## config.mk

```make
export PLATFORM = sky130hd
export DESIGN_NAME = bit_sync
export DESIGN_NICKNAME = d
export VERILOG_FILES = /design/src/rtl/bit_sync_pkg.sv /design/src/rtl/bit_sync_rate.sv /design/src/rtl/bit_sync_phase.sv /design/src/rtl/bit_sync_retime.sv /design/src/rtl/bit_sync.sv
export SDC_FILE = /design/constraint.sdc
export NUM_CORES = 1
export LEC_CHECK = 0
export ABC_AREA = 1
export BUFFER_PORTS_ARGS = -buffer_cell sky130_fd_sc_hd__clkbuf_2
export CORE_ASPECT_RATIO = 2
export CORE_UTILIZATION = 58
export CTS_CLUSTER_SIZE = 20
export DETAILED_ROUTE_END_ITERATION = 12
export GPL_TIMING_DRIVEN = 0
export PLACE_DENSITY = 0.81
export SYNTH_ARGS = -nofsm -noshare
export SYNTH_HDL_FRONTEND = slang
export SYNTH_SLANG_ARGS = --single-unit
```

## constraint.sdc

```tcl
create_clock -name clk -period 2.2 [get_ports clk]
set_clock_uncertainty 0.05 [all_clocks]
set_input_delay 0.11 -clock clk [delete_from_list [all_inputs] [get_ports clk]]
set_output_delay 0.11 -clock clk [all_outputs]
set_load 0.005 [all_outputs]
```

## src/rtl/bit_sync_pkg.sv

```systemverilog
package bit_sync_pkg;

   // Correction applied to the phase counter on one sample enable
   typedef enum logic [1:0] {
      STEP_NORMAL = 2'd0,   // advance by one
      STEP_HOLD   = 2'd1,   // stay put (transition arrived late)
      STEP_SKIP   = 2'd2    // advance by two (transition arrived early)
   } step_e;

   typedef struct packed {
      logic [5:0] k;
      logic [2:0] s;
   } rate_cfg_t;

endpackage

```

## src/rtl/bit_sync_rate.sv

```systemverilog
module bit_sync_rate #(
   parameter int K_W = 6,
   parameter int S_W = 3
) (
   input  logic           clk,
   input  logic           rst_n,
   input  logic           run,
   input  logic [K_W-1:0] div_k,
   input  logic [S_W-1:0] div_s,
   output logic           samp_en
);

   localparam int PRE_MAX = (1 << S_W) - 1;
   localparam logic [PRE_MAX-1:0] P_ONES = '1;

   logic [K_W-1:0]     k_cnt;
   logic [K_W-1:0]     k_eff;
   logic [K_W-1:0]     k_last;
   logic [PRE_MAX-1:0] p_cnt;
   logic [PRE_MAX-1:0] p_last;
   logic               k_tick;
   logic               p_wrap;

   assign k_eff  = (div_k == '0) ? K_W'(1) : div_k;
   assign k_last = k_eff - K_W'(1);
   // 2^(PRE_MAX-S) - 1 is the all-ones word shifted right by S
   assign p_last = P_ONES >> div_s;

   assign k_tick  = run && (k_cnt >= k_last);
   assign p_wrap  = p_cnt >= p_last;
   assign samp_en = k_tick && p_wrap;

   always_ff @(posedge clk or negedge rst_n) begin
      if (!rst_n) begin
         k_cnt <= '0;
      end else if (!run || k_tick) begin
         k_cnt <= '0;
      end else begin
         k_cnt <= k_cnt + K_W'(1);
      end
   end

   always_ff @(posedge clk or negedge rst_n) begin
      if (!rst_n) begin
         p_cnt <= '0;
      end else if (!run) begin
         p_cnt <= '0;
      end else if (k_tick) begin
         if (p_wrap) begin
            p_cnt <= '0;
         end else begin
            p_cnt <= p_cnt + PRE_MAX'(1);
         end
      end
   end

endmodule

```

## src/rtl/bit_sync_phase.sv

```systemverilog
module bit_sync_phase
   import bit_sync_pkg::*;
#(
   parameter int OVS         = 16,
   parameter int SYNC_STAGES = 2,
   localparam int PH_W       = $clog2(OVS)
) (
   input  logic            clk,
   input  logic            rst_n,
   input  logic            run,
   input  logic            samp_en,
   input  logic            rx_in,
   output logic            rx_bit,
   output logic [PH_W-1:0] ph_next
);

   localparam logic [PH_W-1:0] MID = PH_W'(OVS / 2);

   logic            rx_s;
   logic            prev_bit;
   logic            trans;
   logic [PH_W-1:0] phase;
   logic [PH_W-1:0] ph_inc;
   step_e           step;

   // Input synchronizer: depth chosen by parameter
   generate
      if (SYNC_STAGES == 0) begin : g_nosync
         assign rx_s = rx_in;
      end else begin : g_sync
         logic [SYNC_STAGES-1:0] chain;
         for (genvar i = 0; i < SYNC_STAGES; i++) begin : g_stage
            if (i == 0) begin : g_first
               always_ff @(posedge clk or negedge rst_n) begin
                  if (!rst_n) chain[i] <= 1'b0;
                  else        chain[i] <= rx_in;
               end
            end else begin : g_next
               always_ff @(posedge clk or negedge rst_n) begin
                  if (!rst_n) chain[i] <= 1'b0;
                  else        chain[i] <= chain[i-1];
               end
            end
         end
         assign rx_s = chain[SYNC_STAGES-1];
      end
   endgenerate

   assign rx_bit = rx_s;
   assign trans  = rx_s != prev_bit;
   assign ph_inc = phase + PH_W'(1);

   // A boundary ideally lands where the count wraps to zero
   always_comb begin
      if (!trans || ph_inc == '0) begin
         step = STEP_NORMAL;
      end else if (ph_inc <= MID) begin
         step = STEP_HOLD;
      end else begin
         step = STEP_SKIP;
      end
   end

   always_comb begin
      unique case (step)
         STEP_HOLD: ph_next = phase;
         STEP_SKIP: ph_next = phase + PH_W'(2);
         default:   ph_next = ph_inc;
      endcase
   end

   always_ff @(posedge clk or negedge rst_n) begin
      if (!rst_n) begin
         phase    <= '0;
         prev_bit <= 1'b0;
      end else if (!run) begin
         phase    <= '0;
         prev_bit <= 1'b0;
      end else if (samp_en) begin
         phase    <= ph_next;
         prev_bit <= rx_s;
      end
   end

endmodule

```

## src/rtl/bit_sync_retime.sv

```systemverilog
module bit_sync_retime (
   input  logic clk,
   input  logic rst_n,
   input  logic run,
   input  logic samp_en,
   input  logic ph_msb,
   input  logic bit_in,
   output logic data_clk,
   output logic data_out
);

   logic clk_q;
   logic data_q;

   always_ff @(posedge clk or negedge rst_n) begin
      if (!rst_n) begin
         clk_q  <= 1'b0;
         data_q <= 1'b0;
      end else if (!run) begin
         clk_q  <= 1'b0;
         data_q <= 1'b0;
      end else if (samp_en) begin
         clk_q <= ph_msb;
         if (ph_msb && !clk_q) begin
            data_q <= bit_in;
         end
      end
   end

   assign data_clk = clk_q;
   assign data_out = data_q;

endmodule

```

## src/rtl/bit_sync.sv

```systemverilog
module bit_sync #(
   parameter int K_W         = 6,
   parameter int S_W         = 3,
   parameter int OVS         = 16,
   parameter int SYNC_STAGES = 2
) (
   input  logic           clk,
   input  logic           rst_n,
   input  logic           sync_en,
   input  logic [K_W-1:0] div_k,
   input  logic [S_W-1:0] div_s,
   input  logic           rx_data,
   output logic           data_clk,
   output logic           data_out
);

   localparam int PH_W = $clog2(OVS);

   generate
      if (OVS < 4 || (OVS & (OVS - 1)) != 0) begin : g_bad_ovs
         $error("OVS must be a power of two of at least 4");
      end
      if (S_W < 1 || S_W > 4) begin : g_bad_sw
         $error("S_W must lie between 1 and 4");
      end
      if (K_W < 1) begin : g_bad_kw
         $error("K_W must be at least 1");
      end
      if (SYNC_STAGES < 0 || SYNC_STAGES > 4) begin : g_bad_sync
         $error("SYNC_STAGES must lie between 0 and 4");
      end
   endgenerate

   logic            samp_en;
   logic            rx_bit;
   logic [PH_W-1:0] ph_next;

   bit_sync_rate #(
      .K_W (K_W),
      .S_W (S_W)
   ) rate_i (
      .clk     (clk),
      .rst_n   (rst_n),
      .run     (sync_en),
      .div_k   (div_k),
      .div_s   (div_s),
      .samp_en (samp_en)
   );

   bit_sync_phase #(
      .OVS         (OVS),
      .SYNC_STAGES (SYNC_STAGES)
   ) phase_i (
      .clk     (clk),
      .rst_n   (rst_n),
      .run     (sync_en),
      .samp_en (samp_en),
      .rx_in   (rx_data),
      .rx_bit  (rx_bit),
      .ph_next (ph_next)
   );

   bit_sync_retime retime_i (
      .clk      (clk),
      .rst_n    (rst_n),
      .run      (sync_en),
      .samp_en  (samp_en),
      .ph_msb   (ph_next[PH_W-1]),
      .bit_in   (rx_bit),
      .data_clk (data_clk),
      .data_out (data_out)
   );

endmodule

```

# Word-level counts from Yosys, hierarchy flattened
# Index checks and enable logic that the tools add are counted.
# totals
in_bits	13
output_inout_bits	2
register_bits	22
word_cells	54
# classes
n_addsub	5
magnitude_cmp	3
shifts	1
n_eq_ne	7
n_reduce_logical	12
n_mux	17
# op_table
operator	n
two-way mux 7 bit	3
two-way mux 6 bit	2
two-way mux 4 bit	2
case mux 4 bit (2 select lines)	1
adder 7 x 1 -> 7 bit, second input constant	1
>= comparator 7 bit	1
two-way mux 1 bit	7
>> shifter 7 x 3 -> 7 bit, first input constant	1
adder 6 x 1 -> 6 bit, second input constant	1
>= comparator 6 bit	1
logical NOT 6 bit	1
!= test 2 x 1 -> 1 bit, second input constant	3
subtractor 6 x 1 -> 6 bit, second input constant	1
adder 4 x 1 -> 4 bit, second input constant	1
adder 4 x 2 -> 4 bit, second input constant	1
less-or-equal comparator 4 bit, second input constant	1
logical NOT 4 bit	1
two-way mux 2 bit	2
AND reduction 2 bit	2
logical AND 1 bit	3
logical NOT 1 bit	3
equality test 2 x 1 -> 1 bit, second input constant	1
equality test 2 bit, second input constant	1
logical OR 1 bit	2
other kinds (2)	2

# Longest topological paths before layout
# Gate-level depths: netlist of run 1.
# depth
depth_word	10
ltp_mapped	14
depth_no_buf	13

# By module
# A second synthesis of run 1 with hierarchy kept.
# hier_totals
hier_cells	232
hier_area_um2	1722.9
# by_module_without_submodules
mod	seq_area_each_um2	area_per_inst_um2	cells_each	instances
bit_sync_rate	325.3	1158.6	159	1
bit_sync_phase	175.2	470.5	60	1
bit_sync_retime	50.0	93.8	13	1

# Worst setup path after synthesis of run 1
# Ideal clock, no wire load.
# synth_timing
path_type	input -> register
start	input div_k[5]
end	register retime_i.data_q (netlist: retime_i.data_out)
path_buffers	1
t_required_ps	2032
arrival_time_ps	1645
cell_stages	12
path_slack_ps	388
setup_ps	118
cell_sequence	nor2_1 -> nand3_2 -> nand3_1 -> xor2_1 -> ha_1 -> a21oi_1 -> nor2_1 -> a211oi_4 -> nand3_4 -> buf_8 -> nand4_1 -> nand2_1
# synth_between
elab_chain_len	8
# synth_rtl
item	line	rtl
start: declaration	bit_sync.sv:10	input logic [K_W-1:0] div_k,
logical NOT 6 bit	bit_sync_rate.sv:24	assign k_eff = (div_k == '0) ? K_W'(1) : div_k;
two-way mux 6 bit *	bit_sync_rate.sv:24	
subtractor 6 x 1 -> 6 bit *	bit_sync_rate.sv:25	assign k_last = k_eff - K_W'(1);
>= comparator 6 bit *	bit_sync_rate.sv:29	assign k_tick = run && (k_cnt >= k_last);
logical AND 1 bit *	bit_sync_rate.sv:29	
logical AND 1 bit *	bit_sync_rate.sv:31	assign samp_en = k_tick && p_wrap;
!= test 2 x 1 -> 1 bit (no source line) *	--	
AND reduction 2 bit (no source line) *	--	
end signal: assignment	bit_sync_retime.sv:25	data_q <= bit_in;
end: declaration	bit_sync_retime.sv:13	logic data_q;
# Mark *: on every way between the ends. The rest lies on a longest branch, timed or not.
# A chain may end at the register's enable or synchronous reset.

# Final worst setup path of run 1
# layout_timing
start	input div_k[1]
end	register rate_i.k_cnt[3]
# layout_between
elab_chain_len	7
# layout_rtl
item	line	rtl
logical NOT 6 bit	bit_sync_rate.sv:24	
two-way mux 6 bit *	bit_sync_rate.sv:24	
subtractor 6 x 1 -> 6 bit *	bit_sync_rate.sv:25	
>= comparator 6 bit *	bit_sync_rate.sv:29	
logical AND 1 bit *	bit_sync_rate.sv:29	
logical OR 1 bit *	bit_sync_rate.sv:36	end else if (!run || k_tick) begin
two-way mux 6 bit *	bit_sync_rate.sv:36	
end signal: assignment	bit_sync_rate.sv:39	k_cnt <= k_cnt + K_W'(1);
end: declaration	bit_sync_rate.sv:16	logic [K_W-1:0] k_cnt;
# Marks and branches as above.

==> results of run 1 <==
## final cells by class
type	instances	area share, %
buffer	2	1.157
clock buffer	4	2.603
inverter	24	5.206
multi-input combinational	149	53.43
sequential	21	30.37
tap	28	2.025
timing repair buffer	16	5.206
## routing by layer
metal  vias up  GRT usage, %
met5         -             0
met3         5         2.624
met4         0         9.962
met2        32         48.89
li1        692             -
met1       668         22.52
## power by group
part           internal (mW)  switching, mW
logic                 0.0741          0.115
clock network          0.129          0.123
registers              0.404         0.0162
## registers in the layout, summed over array words and instances (netlist names)
| register | flops |
|---|---|
| phase_i.rx_bit | 1 |
| rate_i.p_cnt | 7 |
| phase_i.prev_bit | 1 |
| phase_i.g_sync.chain | 1 |
| phase_i.phase | 4 |
| retime_i.data_out | 1 |
| rate_i.k_cnt | 6 |
## how the worst min path moves through the flow
stage               startpoint                                 to  slack, ns  cells after the start
global route           sync_en       phase_i.phase[0]$_DFFE_PN0P_       0.28                      4
global placement         rst_n          rate_i.k_cnt[0]$_DFF_PN0_       0.05                      1
detailed placement       rst_n          rate_i.k_cnt[1]$_DFF_PN0_       0.06                      1
finish                 sync_en      retime_i.data_out$_DFFE_PN0P_       0.25                      4
floorplan                rst_n  phase_i.g_sync.chain[0]$_DFF_PN0_      -0.24                      0
CTS                    sync_en      retime_i.data_out$_DFFE_PN0P_       0.25                      4
## synthesized netlist by cell type, drive strengths merged (2+ instances only)
| cell | count | share of area, % |
|---|---|---|
| o21ai | 12 | 3.8 |
| nand3 | 18 | 7.5 |
| nand2 | 50 | 13 |
| xnor2 | 4 | 2.2 |
| xor2 | 7 | 3.9 |
| nor2 | 19 | 4.9 |
| o22ai | 4 | 1.6 |
| a21oi | 6 | 2.6 |
| dfrtp | 21 | 34 |
| buf | 2 | 1.3 |
| ha | 16 | 13 |
| nor3 | 2 | 0.96 |
| nand4 | 7 | 3.2 |
| inv | 24 | 5.8 |
## critical path: stages
cell and delay [ns]:
clkbuf_2 0.11, nor2_2 0.17, nand3_2 0.12, nand3_1 0.13, xor2_1 0.18, ha_1 0.27
a21oi_1 0.14, nor2_1 0.08, a211oi_4 0.26, nand3_4 0.14, inv_1 0.17, nand2_1 0.07
nor2_1 0.09
## through the flow
step	hold slack, ns	util [%]	total power, mW	setup slack, ns
2_1_floorplan	-0.2356	-	0.5523	0.3875
5_1_grt	0.2822	68.20	0.9091	0.1018
6_report	0.2541	68.20	0.8611	0.2938
4_1_cts	0.2533	68.20	0.8697	0.2813
3_3_place_gp	0.05231	65.63	0.6009	0.1022
3_5_place_dp	0.06070	65.63	0.6147	0.01327
## cells by family after synthesis
family	after synthesis
simple gates	98
buf+inv	26
compound gates	24
flops	21
fa+ha+maj	16
xor+xnor	11
==> key figures, run 1 <==
Setup path
  – Crit path from: div_k[1]
  – CP max FO: 5
  – CP endpoint kind: register
  – CP Data Arrival Time: 2.05 ns
  – R2R setup slack: a little over 0.3 ns
  – Worst R2R Path Depth: 8
  – Worst endpoint required time: about 2.4 ns
  – Crit path to: rate_i.k_cnt[3]$_DFF_PN0_
  – CP Class: in -> reg
  – Startpoint types: input port
  – Crit Reg-Reg Endpoint: rate_i.p_cnt[6]$_DFFE_PN0N_
  – R2r startpoint: rate_i.p_cnt[4]$_DFFE_PN0N_

Final layout
  – Cell area after layout: between 1500 and 2000 um2
  – Reg area: approximately 530 um2
  – Area of the multi-input gates: 924.6 um2
  – Final std cells w/o fill: around 240
  – Area grow syn2layout: 10.91%
  – # fillers: around 240
  – Nets: 246
  – Most common cell after layout, fill and taps aside: nand2_1
  – # diodes: 0
  – Fraction of layout cells with a size suffix above 1: between 15 and 20%
  – Most frequent cells in the layout: 47 x nand2_1, 24 x inv_1, 21 x dfrtp_1

Synthesis
  – Synth Area in Adders: about 13%
  – Post-synthesis mux area share: 0%
  – Post-Syn Area: 1560 um2
  – Post-synth cell types: 27
  – Syn Inst Count: a little under 200
  – Syn_area_per_cell: 7.960 um2
  – Synth Flop Type: dfrtp_1
  – Post-synth EDFFs: 0
  – Post-Synth Simple-Gate Area: 30.39%
  – Synth Area in Compound Gates: about a tenth
  – Combinational family with the most area after synthesis: simple AND/OR/NAND/NOR gates
  – Seq/Total Area, Yosys: approximately a third
  – Yosys reg bits: 21
  – YS warnings: 0
  – FFs w/ async S/R, synth: between 90% and 100%
  – Syn_nets: roughly 230
  – Fraction of synthesized cell area in xor and xnor cells: about 6.2%

Floorplan
  – Initial core utilization: between 60% and 70%
  – Num rows: 26
  – Die Span X: between 30 and 40 um
  – Die H: approximately 75 um
  – Core Box Area: approximately 2500 um2
  – I/O pin cnt: 15
  – Full die area: 2914 um2

STA
  – Tcrit/Tclk final: 86.65%
  – Setup TNS: 0 ns
  – Fmax: 524.6 MHz
  – Count of final setup violators: 0
  – Least-Margin Pin Slew: around 0.53 ns
  – Fin crit period: about 1.9 ns
  – RSZ-0062 raised after global routing: false
  – Slew Limit Fails: 0
  – Slew HR: around 64%
  – Hold violation count in the final report: 0

Status
  – Status: complete, no violations

Route
  – Met1 WL: roughly 1.2 mm
  – Routed len/inst: 12.96 um
  – Vias: 1397
  – Post-Route WL: 3.163 mm
  – Detail Route met3 WL: between 70 and 80 um
  – TritonRoute pass-1 iters: 4
  – DRC viols: 0
  – Top layer in use: met4
  – Met2 wire length: around 1.9 mm
  – Number of vias per cell: between 5 and 6
  – ANT nets after route: 0
  – DR iter-0 viols: 31

Placed design
  – DP Area: between 1500 and 2000 um2
  – Placed cells: 238
  – Gpl congestion: 0.8525
  – I/O Buffers: 14
  – Post-DP HPWL: about 2.6 mm

Clock network
  – Clock Tree Buf Depth: 2
  – Clock slew at reported path FFs: about 0.070 ns
  – Cts bufs inserted: 3
  – H-tree levels: 1
  – Hold buffer count at cts: 2
  – Post-CTS setup buffers: 0
  – Clock sink total: 21
  – CTS tree: yes
  – Worst-Skew Late Latency: ~0.26 ns
  – CTS Root Cell: clkbuf_8
  – Resize count post-CTS: 0

Global routing
  – First-pass GRT wire length: 5.078 mm
  – Largest net degree at the start of global routing: 22
  – Grt ovf: 0
  – GRT Overall Usage: 24.30%
  – Initial antenna violation count: 0
  – Number of global-route vias before repair: roughly 1300

Job
  – Max Cap Viol: 0

Pwr
  – Pleak: a little over 0.9 nW
  – PwrDens: between 400 and 500 nW/um2
  – Peak VDD IR: ~0.00036 V

Min path
  – Worst Hold Class: in -> reg
No activity file was read; power rests on OpenSTA's default activity.
==> run 2, diff against run 1 <==
- CORE_ASPECT_RATIO: 2 -> default
- CORE_UTILIZATION: 58 -> 61
- CTS_BUF_LIST: default -> sky130_fd_sc_hd__clkbuf_8
- PLACE_DENSITY: 0.81 -> 0.85
==> key figures, run 2 (synthesis results as in run 1) <==
Final layout
  – Biggest regs: rate_i.p_cnt x7, rate_i.k_cnt x6, phase_i.phase x4
  – Area grow syn2layout: 10.99%
  – Reg area: between 500 and 600 um2
  – Most frequent cells in the layout: 47 x nand2_1, 24 x inv_1, 21 x dfrtp_1
  – Layout Utilization: approximately three quarters
  – # fillers: 174
  – Cell area after layout: ~1700 um2
  – Final std cells w/o fill: roughly 240
  – Fraction of layout cells with a size suffix above 1: between 15 and 20%
  – Most common cell after layout, fill and taps aside: nand2_1
  – # diodes: 0
  – Nets: 246
  – Max FFs per register: 7
  – Area of the multi-input gates: around 920 um2
  – Reg with most FFs: rate_i.p_cnt

Global routing
  – Grt ovf: 0
  – Number of global-route vias before repair: between 1000 and 1500
  – Largest net degree at the start of global routing: 22
  – Initial antenna violation count: 0
  – GRT Overall Usage: about a quarter
  – First-pass GRT wire length: ~5.4 mm

STA
  – Least-Margin Pin Slew: 0.5182 ns
  – Hold violation count in the final report: 0
  – Setup ws final: slightly below 0.3 ns
  – Fmax: about 530 MHz
  – Slew Limit Fails: 0
  – Slew HR: around two thirds
  – Tcrit/Tclk final: approximately 86%
  – RSZ-0062 raised after global routing: false
  – Setup TNS: 0 ns
  – Count of final setup violators: 0
  – Fin crit period: between 1.5 and 2 ns

Clock network
  – CTS Root Cell: clkbuf_8
  – Post-CTS setup buffers: 0
  – Clock sink total: 21
  – Cts bufs inserted: 3
  – Worst-Skew Late Latency: 0.26 ns
  – Hold buffer count at cts: 2
  – CTS tree: yes
  – H-tree levels: 1
  – Resize count post-CTS: 0
  – Clock Tree Buf Depth: 2
  – Clock slew at reported path FFs: roughly 0.080 ns

Floorplan
  – Core Box Area: approximately 2300 um2
  – I/O pin cnt: 15
  – Num rows: 17
  – Die Span X: approximately 53 um
  – Initial core utilization: between 60% and 70%
  – Die H: approximately 53 um
  – Full die area: between 2000 and 3000 um2

Placed design
  – Post-DP HPWL: 2.514 mm
  – DP Area: approximately 1700 um2
  – I/O Buffers: 14
  – Pre-CTS WS: 0.1269 ns
  – Gpl congestion: approximately 0.84
  – Placed cells: roughly 240

Route
  – ANT nets after route: 0
  – Vias: approximately 1400
  – DRC viols: 0
  – Number of vias per cell: around 5.6
  – DR iter-0 viols: 17
  – Post-Route WL: 3.066 mm
  – Routed len/inst: approximately 13 um
  – TritonRoute pass-1 iters: 4

Setup path
  – Crit path to: rate_i.p_cnt[2]$_DFFE_PN0N_
  – CP max FO: 6
  – Crit path buf inv count: 1
  – CP Data Arrival Time: around 2.0 ns
  – Startpoint types: register
  – Cell breakdown of the critical path: ha_1 > a21oi_1 > nor2_1 > nor3_2 > nand4_2 > inv_1 > nand2_2 > o21ai_1
  – R2R setup slack: 0.30 ns
  – Crit Reg-Reg Endpoint: rate_i.p_cnt[2]$_DFFE_PN0N_
  – Worst endpoint required time: between 2 and 2.5 ns
  – Worst path slowest cell: dfrtp_1
  – Critical path depth in cells: 8
  – Slowest cell delay on critical path: about 0.43 ns
  – Worst R2R Path Depth: 8
  – Crit path from: rate_i.p_cnt[4]$_DFFE_PN0N_
  – CP endpoint kind: register
  – Family with the most delay on the worst path: simple AND/OR/NAND/NOR gates
  – CP Class: reg -> reg
  – R2r startpoint: rate_i.p_cnt[4]$_DFFE_PN0N_

Job
  – Max Cap Viol: 0

Pwr
  – Pleak: between 0.9 and 1 nW
  – Peak VDD IR: roughly 0.00050 V
  – PwrDens: between 400 and 500 nW/um2

Status
  – Status: complete, no violations

Min path
  – Worst Hold Class: in -> reg
  – Worst hold path startpoint: sync_en
run 2: cell count changes in the layout (fill, tap and decap cells not counted):
cell      before  now
clkinv_2       0    1
clkbuf_1       1    0
run 2: how the worst min path moves through the flow:
| stage | slack (ns) | endpoint | cells after the start |
|---|---|---|---|
| floorplan | -0.24 | phase_i.g_sync.chain[0]$_DFF_PN0_ | 0 |
| global placement | 0.05 | rate_i.p_cnt[3]$_DFFE_PN0N_ | 1 |
| detailed placement | 0.06 | rate_i.p_cnt[3]$_DFFE_PN0N_ | 1 |
| CTS | 0.25 | retime_i.data_out$_DFFE_PN0P_ | 4 |
| global route | 0.28 | rate_i.p_cnt[0]$_DFFE_PN0N_ | 4 |
| finish | 0.26 | retime_i.data_out$_DFFE_PN0P_ | 4 |
run 2: routing by layer:
layer  vias up  global-route usage (%)  wire [um]
li1        694                       -          -
met1       649                   26.45       1278
met2        24                   52.95       1673
met3         3                   6.377        101
met4         0                   6.579         12
met5         -                       0          0
run 2: area by class of cell:
class | instances | share of cell area, %
buffer | 2 | 1.156
clock buffer | 3 | 2.384
clock inverter | 1 | 0.2890
inverter | 24 | 5.202
multi-input combinational | 149 | 53.40
sequential | 21 | 30.35
tap | 28 | 2.023
timing repair buffer | 16 | 5.202
run 2: metrics by stage:
stage                     total power [mW]  hold WS (ns)
final                               0.8557        0.2609
after detailed placement            0.6122       0.05650
after CTS                           0.8632        0.2513
after global routing                0.9121        0.2807
after floorplan                     0.5523       -0.2356
after global placement              0.6002       0.05172
run 2: worst register-to-register path, stage by stage (launching register included):
cell	delay (ns)
dfrtp_1	0.43
ha_1	0.33
a21oi_1	0.14
nor2_1	0.07
nor3_2	0.19
nand4_2	0.21
inv_1	0.17
nand2_2	0.09
o21ai_1	0.14
run 2: report_power, final:
group / switching (mW) / internal [mW]
clock network: 0.123 / 0.126
logic: 0.113 / 0.0733
registers: 0.0162 / 0.404
total: 0.252 / 0.603
==> run 3, diff against run 2 <==
- MAX_ROUTING_LAYER: default -> met4
- PLACE_DENSITY: 0.85 -> 0.9
==> key figures, run 3 (synthesis results as in run 1) <==
Setup path
  – CP Data Arrival Time: 2.06 ns
  – Worst endpoint required time: roughly 2.3 ns
  – CP max FO: 6
  – Family with the most delay on the worst path: simple AND/OR/NAND/NOR gates
  – Crit path buf inv count: 1
  – CP Class: reg -> reg
  – Startpoint types: register
  – Slowest cell delay on critical path: roughly 0.43 ns
  – Cell breakdown of the critical path: ha_1 > a21oi_1 > nor2_1 > nor3_2 > nand4_2 > inv_1 > nand2_2 > o22ai_1
  – Worst path slowest cell: dfrtp_1
  – CP endpoint kind: register

Route
  – DRC viols: 0
  – TritonRoute pass-1 iters: 4
  – DR iter-0 viols: 27
  – Routed len/inst: around 13 um
  – ANT nets after route: 0
  – Post-Route WL: between 3 and 4 mm
  – Number of vias per cell: around 5.8
  – Vias: about 1400

Clock network
  – Clock sink total: 21
  – H-tree levels: 1
  – Resize count post-CTS: 0
  – CTS Root Cell: clkbuf_8
  – Cts bufs inserted: 3
  – Worst-Skew Late Latency: about 0.26 ns
  – Clock Tree Buf Depth: 2
  – CTS tree: yes
  – Post-CTS setup buffers: 0
  – Clock slew at reported path FFs: 0.07 ns

STA
  – Slew Limit Fails: 0
  – Tcrit/Tclk final: 88.30%
  – Fin crit period: 1.943 ns
  – Count of final setup violators: 0
  – RSZ-0062 raised after global routing: false
  – Least-Margin Pin Slew: ~0.52 ns
  – Hold violation count in the final report: 0
  – Setup TNS: 0 ns
  – Setup ws final: roughly 0.26 ns
  – Fmax: around 510 MHz
  – Slew HR: 65.52%

Placed design
  – Gpl congestion: roughly 0.84
  – Post-DP HPWL: 2.620 mm
  – I/O Buffers: 14
  – Pre-CTS WS: 0.04565 ns
  – DP Area: around 1700 um2

Final layout
  – Area grow syn2layout: 10.91%
  – Most frequent cells in the layout: 47 x nand2_1, 25 x inv_1, 21 x dfrtp_1
  – Most common cell after layout, fill and taps aside: nand2_1
  – Cell area after layout: approximately 1700 um2
  – Reg with most FFs: rate_i.p_cnt
  – Max FFs per register: 7
  – Biggest regs: rate_i.p_cnt x7, rate_i.k_cnt x6, phase_i.phase x4
  – Nets: 246
  – # diodes: 0
  – Fraction of layout cells with a size suffix above 1: between 15 and 20%

Job
  – Max Cap Viol: 0

Pwr
  – Int Power: about 0.6 mW
  – Pleak: between 0.9 and 1 nW
  – PwrDens: a little under 500 nW/um2
  – Share of power burned in registers: about half
  – NetSw: ~0.26 mW
  – Peak VDD IR: between 0.0004 and 0.0005 V
  – Combinational power share: ~22%
  – Clock power share: between 20% and 30%
  – Switch share: between 20% and 30%

Global routing
  – Largest net degree at the start of global routing: 22
  – First-pass GRT wire length: around 5.5 mm
  – Grt ovf: 0
  – GRT Overall Usage: between 20% and 30%
  – Initial antenna violation count: 0
  – Number of global-route vias before repair: about 1400

Floorplan
  – Initial core utilization: between 60 and 70%
  – Die H: 52.58 um
  – Num rows: 17
  – Full die area: 2764 um2
  – Core Box Area: approximately 2300 um2
  – I/O pin cnt: 15
  – Die Span X: 52.58 um

Status
  – Status: complete, no violations

Min path
  – Worst Hold Class: in -> reg
run 3: timing repair:
| action | in CTS | in global routing |
|---|---|---|
| endpoints found under the hold margin | 22 | 0 |
| hold buffers | 2 | 0 |
| endpoints found under the setup margin | 0 | 0 |
run 3: worst paths after layout:
kind / from / end / slack [ns] / cells past startpoint
worst max register to register: rate_i.p_cnt[4]$_DFFE_PN0N_ / rate_i.p_cnt[3]$_DFFE_PN0N_ / 0.26 / 8
worst min register to register: phase_i.g_sync.chain[0]$_DFF_PN0_ / phase_i.rx_bit$_DFF_PN0_ / 0.31 / 0
worst min-delay path: sync_en / phase_i.phase[0]$_DFFE_PN0P_ / 0.27 / 5
worst max-delay path: rate_i.p_cnt[4]$_DFFE_PN0N_ / rate_i.p_cnt[3]$_DFFE_PN0N_ / 0.26 / 8
min in group asynchronous: rst_n / rate_i.p_cnt[6]$_DFFE_PN0N_ / 0.30 / 2
max in group asynchronous: rst_n / phase_i.phase[2]$_DFFE_PN0P_ / 1.45 / 2
run 3: stage by stage:
stage               hold slack [ns]  total power, mW  util (%)  std cells
detailed placement          0.05164           0.6145     71.83        238
CTS                          0.2637           0.8601     74.64        244
global route                 0.2988           0.8980     74.64        244
finish                       0.2685           0.8574     74.64        244
floorplan                   -0.2356           0.5523         -        196
global placement            0.04678           0.5991     71.83        238
run 3: tightest hold or removal path, stage by stage:
cell      delay, ns
clkbuf_2       0.10
nand4_2        0.16
nand3_2        0.08
nand2_1        0.05
nand2_1        0.04
run 3: layout make-up:
type                    count  area [um2]
plain buffers               2       20.02
clock buffers               3       41.29
clock inverters             1       3.754
fillers                   174       588.1
inverters                  24       90.09
multi-input cells         149       924.6
flip-flops and latches     21       525.5
well taps                  28       35.03
repair buffers             16       90.09
run 3: power groups by stage:
stage                     combinational (mW)  sequential (mW)  clock (mW)
after detailed placement               0.187            0.428           0
after floorplan                        0.127            0.425           0
after global routing                   0.215            0.422       0.261
after global placement                 0.173            0.426           0
after CTS                              0.190            0.420       0.250
final                                  0.192            0.420       0.246
run 3: routing by layer:
metal  GRT usage [%]  vias up  routed length [um]  part of all wire [%]
li1                -      690                   -                     -
met1           29.25      685                1363                    42
met2           52.11       24                1759                    54
met3           4.928        6                  78                   2.4
met4           9.211        0                  31                  0.96
met5               -        -                   0                     0
